===== src/rtl/skp_pkg.sv =====
package skp_pkg;
  // Bit positions inside the 12-bit selector field (behaviour depends on them)
  localparam int unsigned POS_ACZ = 6;   // accumulator plus zero
  localparam int unsigned POS_ACP = 7;   // accumulator sign clear
  localparam int unsigned POS_ACM = 8;   // accumulator sign set
  localparam int unsigned POS_OVZ = 9;   // overflow clear, also requests clear
  localparam int unsigned POS_IOP = 10;  // in-out sign clear
  localparam int unsigned GRP_W   = 3;   // width of each group selector
  localparam int unsigned GRP_N   = 2;   // flag group and switch group

  // Per-test hit vector, brought out for assertions
  typedef struct packed {
    logic acz;
    logic acp;
    logic acm;
    logic ovz;
    logic iop;
    logic sw;
    logic fl;
  } hits_t;
endpackage


===== src/rtl/skp_word_tests.sv =====
module skp_word_tests #(
  parameter int unsigned WORD_W = 18
) (
  input  logic              sel_acz,
  input  logic              sel_acp,
  input  logic              sel_acm,
  input  logic              sel_ovz,
  input  logic              sel_iop,
  input  logic [WORD_W-1:0] ac,
  input  logic [WORD_W-1:0] io,
  input  logic              ovf,
  output logic              hit_acz,
  output logic              hit_acp,
  output logic              hit_acm,
  output logic              hit_ovz,
  output logic              hit_iop
);
  localparam int unsigned SIGN = WORD_W - 1;

  // Plus zero only: minus zero (all ones) is a different bit pattern
  function automatic logic is_plus_zero(input logic [WORD_W-1:0] w);
    return (w == '0);
  endfunction

  function automatic logic is_non_negative(input logic [WORD_W-1:0] w);
    return ~w[SIGN];
  endfunction

  always_comb begin
    hit_acz = sel_acz & is_plus_zero(ac);
    hit_acp = sel_acp & is_non_negative(ac);
    hit_acm = sel_acm & ~is_non_negative(ac);
    hit_ovz = sel_ovz & ~ovf;
    hit_iop = sel_iop & is_non_negative(io);
  end
endmodule


===== src/rtl/skp_group_test.sv =====
module skp_group_test #(
  parameter int unsigned MEMB_N = 6,
  parameter int unsigned SEL_W  = 3
) (
  input  logic [SEL_W-1:0]  sel,
  input  logic [MEMB_N-1:0] memb,
  output logic              hit
);
  localparam logic [SEL_W-1:0] SEL_ALL = {SEL_W{1'b1}};

  // 0: nothing; 1..MEMB_N: that member is zero; all-ones: every member zero
  function automatic logic group_zero(input logic [SEL_W-1:0] s,
                                      input logic [MEMB_N-1:0] m);
    logic r;
    r = 1'b0;
    if (s == SEL_ALL) begin
      r = (m == '0);
    end else begin
      for (int k = 1; k <= int'(MEMB_N); k++) begin
        if (int'(s) == k) r = ~m[k-1];
      end
    end
    return r;
  endfunction

  assign hit = group_zero(sel, memb);
endmodule


===== src/rtl/skp_eval.sv =====
module skp_eval #(
  parameter int unsigned WORD_W = 18,
  parameter int unsigned ADDR_W = 12,
  parameter int unsigned MEMB_N = 6
) (
  input  logic              clk,
  input  logic              rst_n,
  input  logic              exec_en,
  input  logic              inv,
  input  logic [ADDR_W-1:0] addr,
  input  logic [WORD_W-1:0] ac,
  input  logic [WORD_W-1:0] io,
  input  logic              ovf,
  input  logic [MEMB_N-1:0] sense_sw,
  input  logic [MEMB_N-1:0] prog_flag,
  output logic              skip_q,
  output logic              ovf_clr_q
);
  import skp_pkg::*;

  localparam int unsigned FLD_W = GRP_W;

  skp_pkg::hits_t hits;
  logic cond_hit;
  logic skip_next;
  logic clr_next;

  logic [FLD_W-1:0]  grp_sel  [GRP_N];
  logic [MEMB_N-1:0] grp_memb [GRP_N];
  logic [GRP_N-1:0]  grp_hit;

  // group 0: program flags at bits 2:0, group 1: switches at bits 5:3
  assign grp_sel[0]  = addr[FLD_W-1:0];
  assign grp_sel[1]  = addr[2*FLD_W-1:FLD_W];
  assign grp_memb[0] = prog_flag;
  assign grp_memb[1] = sense_sw;

  skp_word_tests #(.WORD_W(WORD_W)) u_words (
    .sel_acz (addr[POS_ACZ]),
    .sel_acp (addr[POS_ACP]),
    .sel_acm (addr[POS_ACM]),
    .sel_ovz (addr[POS_OVZ]),
    .sel_iop (addr[POS_IOP]),
    .ac      (ac),
    .io      (io),
    .ovf     (ovf),
    .hit_acz (hits.acz),
    .hit_acp (hits.acp),
    .hit_acm (hits.acm),
    .hit_ovz (hits.ovz),
    .hit_iop (hits.iop)
  );

  for (genvar g = 0; g < int'(GRP_N); g++) begin : g_grp
    skp_group_test #(.MEMB_N(MEMB_N), .SEL_W(FLD_W)) u_grp (
      .sel  (grp_sel[g]),
      .memb (grp_memb[g]),
      .hit  (grp_hit[g])
    );
  end

  assign hits.fl = grp_hit[0];
  assign hits.sw = grp_hit[1];

  assign cond_hit  = |hits;
  assign skip_next = exec_en & (cond_hit ^ inv);
  assign clr_next  = exec_en & addr[POS_OVZ];

  always_ff @(posedge clk) begin
    if (!rst_n) begin
      skip_q    <= 1'b0;
      ovf_clr_q <= 1'b0;
    end else begin
      skip_q    <= skip_next;
      ovf_clr_q <= clr_next;
    end
  end
endmodule


===== config.mk =====
export PLATFORM = sky130hd
export DESIGN_NAME = skp_eval
export DESIGN_NICKNAME = d
export VERILOG_FILES = /design/src/rtl/skp_pkg.sv /design/src/rtl/skp_word_tests.sv /design/src/rtl/skp_group_test.sv /design/src/rtl/skp_eval.sv
export SDC_FILE = /design/constraint.sdc
export NUM_CORES = 1
export LEC_CHECK = 0
export BUFFER_PORTS_ARGS = -buffer_cell sky130_fd_sc_hd__buf_2
export CAP_MARGIN = 25
export CELL_PAD_IN_SITES_DETAIL_PLACEMENT = 1
export CELL_PAD_IN_SITES_GLOBAL_PLACEMENT = 1
export CORE_ASPECT_RATIO = 0.9
export CORE_MARGIN = 2
export CORE_UTILIZATION = 11
export CTS_CLUSTER_DIAMETER = 100
export CTS_CLUSTER_SIZE = 30
export DETAILED_ROUTE_END_ITERATION = 7
export PLACE_DENSITY = 0.8
export RECOVER_POWER = 50
export REMOVE_ABC_BUFFERS = 1
export SLEW_MARGIN = 20
export SYNTH_ARGS = -nofsm -noshare
export SYNTH_HDL_FRONTEND = slang
export SYNTH_HIERARCHICAL = 1
export SYNTH_SLANG_ARGS = --single-unit

===== constraint.sdc =====
create_clock -name clk -period 1.2 [get_ports clk]
set_input_delay 0.12 -clock clk [delete_from_list [all_inputs] [get_ports clk]]
set_output_delay 0.12 -clock clk [all_outputs]
set_load 0.01 [all_outputs]

After elaboration in Yosys (flattened, before gate mapping)
Cells that the tools add are included.

storage, ports and cells
  register bits = 2

operators by class
  equality and inequality tests = 14
  muxes and demuxes = 14
  bitwise gates (word level) = 23
  reduce and logical (&&, ||, !) cells = 4

operators with widths
  cell                  count
  $eq A3 B3 Y1 const B  10
  $logic_not A18 Y1     1
  $not A1 Y1            15
  $mux W1               14
  $eq A3 B2 Y1 const B  4
  $logic_not A6 Y1      2
  $and A1 B1 Y1         7
  $reduce_or A7 Y1      1
  $xor A1 B1 Y1         1

Logic depth before layout (Yosys ltp)
  depth after elaboration = 11
  depth in mapped cells = 6
  depth with buffers taken out = 6

Hierarchy
The synthesis kept the hierarchy.

by module, submodules not included
  module          instances  cells an instance  area each (µm²)
  skp_group_test  2          10                 62.6
  skp_eval        1          9                  98.8
  skp_word_tests  1          10                 83.8

Worst setup path before layout
OpenSTA, ideal clock, no wires.

  path kind = in2reg
  start point = in ac[12]
  end point = reg skip_q
  arrival time = 1179 ps
  slack = -45 ps
  cell stages on the path = 6
  path buffers = 0
  cell sequence = nor4_1 nand4_1 nor4b_2 nor4_4 a21o_2 a21oi_2

RTL lines
  item                  line            source
  from (decl)           skp_eval.sv:11  input logic [WORD_W-1:0] ac,
  to (signal assigned)  skp_eval.sv:74  skip_q <= skip_next;
  to (decl)             skp_eval.sv:16  output logic skip_q,

==> run_results.csv <==
group,metric,value,unit
setup_path,end_kind,"flip-flop",
clock_tree,cts-root-buf,"clkbuf_4",
drt,dr_wl_met3,57,um
final_layout,multiInputGateArea,297.8,um^2
outcome,outcome,"finished with violations",
clock_tree,cts.sink_count,2,
die,die_area,0.003238,mm^2
die,fp.dieW,59.76,um
global_routing,overflow,0,
yosys,synth-xor-area-share,0,
final_layout,seq_area,40.04,um^2
sta,fin_ws,-0.002979,ns
clock_tree,postCtsSetupRepairBufs,0,
sta,fmax,831.3,MHz
power,p_per_area,587.0,mW/mm^2
clock_tree,cts-buffers-inserted,3,
global_routing,grt_pass1_vias,556,
drt,top_layer,"met4",
setup_path,crit_type,"in -> reg",
yosys,netlist_area,307.8,um^2
clock_tree,holdBufCountCts,0,
placed_design,io_buffers,48,
yosys,synth_cell_types,19,
global_routing,grt_usage,0.08620,
setup_path,cp-start-kind,"input pin",
drt,post-route-drc-count,0,
global_routing,grt_max_degree,5,
setup_path,path_max_fanout,2,
sta,drv_slew,0,
drt,finalWirelength,1344,um
yosys,syn_avg_cell_area,7.892,um^2
drt,avgViaCountPerCell,4.413,
yosys,synth_cells,39,
sta,whs,0.1401,ns
final_layout,final_common_cell,"buf_2",
power,power_leakage,0.3198,nW
die,rows,18,
yosys,synth_top_family_by_area,"simple AND/OR/NAND/NOR gates",
yosys,synth_compound_area_frac,0.2195,
final_layout,drive_gt1_frac,0.6593,
drt,post_drt_wl_per_cell,11.11,um
worst_hold_path,hp-start,"exec_en",
clock_tree,cts_buffer_depth,2,
sta,hold_violations,0,
final_layout,final_area,664.4,um^2
sta,fin_setup_tns,-0.002979,ns
drt,route.layer.met1.wl,514,um
final_layout,area_growth,115.9,%
drt,via_count,534,
drt,drt_iter0_drc,4,
sta,min_period,1.203,ns
setup_path,timing.critical_path.from,"ac[4]",
final_layout,stdcell_count,121,
drt,met2_length,751,um
sta,tightest_slew,0.2958,ns
yosys,synthMuxAreaShare,0.1301,
clock_tree,htree_levels,1,
global_routing,grt_antenna_before_repair,0,
setup_path,crit_required,1.36,ns
yosys,ys_ff_latch,2,
setup_path,worstPathArrival,1.36,ns
final_layout,layout_common_cells,"45 x buf_2, 4 x mux2i_1, 4 x o21ai_0, 4 x nor2_1",
worst_hold_path,min_path_type,"in -> reg",
power,irDropWorstVdd,0.1491,mV
outcome,violations,"setup timing",
die,chipHeight,54.18,um
placed_design,placedCellCount,118,
clock_tree,cts.reportedPaths.clkPinSlew,0.03,ns
final_layout,final_nets,158,
placed_design,place_hpwl,1204,um
die,coreArea,0.002703,mm^2
yosys,yosys_warnings,6,
sta,setup_viol,1,
drt,firstDrtPassIters,4,
clock_tree,tritoncts,"done",
yosys,synth-simple-area-share,0.5203,
die,pin_count,67,
global_routing,grt_pass1_wl,2104,um
job,cap_viol_max_count,0,
sta,slew_headroom,0.8019,
yosys,synthAdderAreaFrac,0,
final_layout,n_antenna_cell,0,
sta,finalCritPeriodShare,1.002,
die,initial_core_util,0.1139,
final_layout,fill_cells,346,
sta,rsz0062_at_grt,"yes",
placed_design,dpl_cell_area,593.1,um^2
placed_design,routabilityCongestion,0.6726,
setup_path,endpoint,"skip_q",
yosys,yosysSeqAreaShare,0.1301,
power,total_power,390.0,uW
drt,antenna_left,0,
==> flip-flops by register name, indices dropped and copies added, names as in the netlist <==
name and count:
skip_q 1, ovf_clr_q 1
==> Yosys cell counts <==
master,number,area (um^2)
a21o_2,1,8.760
a21oi_2,1,8.760
a221oi_1,2,17.52
a31oi_1,2,12.51
and2_1,1,6.260
and3_1,1,6.260
dfxtp_1,2,40.04
mux2i_1,4,40.04
nand2_1,3,11.26
nand3_1,1,5.000
nand4_1,1,6.260
nor2_1,4,15.01
nor2b_1,3,18.77
nor3_1,1,5.000
nor4_1,4,25.02
nor4_2,2,25.02
nor4_4,1,21.27
nor4b_2,1,15.01
o21ai_0,4,20.02
==> how the worst min path moves through the flow <==
stage	slack (ns)	endpoint	cells after the start
3_3_place_gp	0.36	ovf_clr_q	2
3_5_place_dp	0.37	ovf_clr_q	2
4_1_cts	0.13	skip_q	3
2_1_floorplan	0.25	skip_q	2
5_1_grt	0.14	skip_q	3
6_report	0.14	skip_q	3
==> cells by family after synthesis <==
logic type      count (synthesis)
simple gates                   23
flops                           2
compound gates                 10
mux                             4
==> where the power goes <==
| group | total [mW] | internal [mW] | switching, mW |
|---|---|---|---|
| combinational | 0.170 | 0.0984 | 0.0715 |
| clock | 0.150 | 0.110 | 0.0391 |
| sequential | 0.0705 | 0.0700 | 0.000519 |
| total | 0.390 | 0.279 | 0.111 |
==> worst max-delay path: stages <==
cell	delay, ns
buf_2	0.10
nor4_2	0.26
nand4_1	0.18
nor4b_4	0.33
nor4_4	0.06
a21o_2	0.20
a21oi_2	0.11
==> routing by layer <==
metal | GRT usage | vias up
li1 | - | 263
met1 | 0.08135 | 258
met2 | 0.1703 | 11
met3 | 0.02163 | 2
met4 | 0.04444 | 0
met5 | 0 | -
==> final cells by class <==
class | instances | area share
multi-input cells | 37 | 0.4482
clock buffers | 3 | 0.03390
flip-flops and latches | 2 | 0.06026
repair buffers | 49 | 0.4011
well taps | 30 | 0.05650
==> what timing repair did <==
item	in CTS	in global routing
pin swaps	0	4
endpoints found under the setup margin	1	1
resized for setup	1	6
==> per-stage QoR <==
stage | util | worst slack, ns
global placement | 0.2194 | -0.2067
global route | 0.2458 | -0.1113
detailed placement | 0.2194 | -0.2486
finish | 0.2458 | -0.002979
CTS | 0.2310 | 0.005312
floorplan | - | -0.04538
Power figures use the tool's default switching activity.
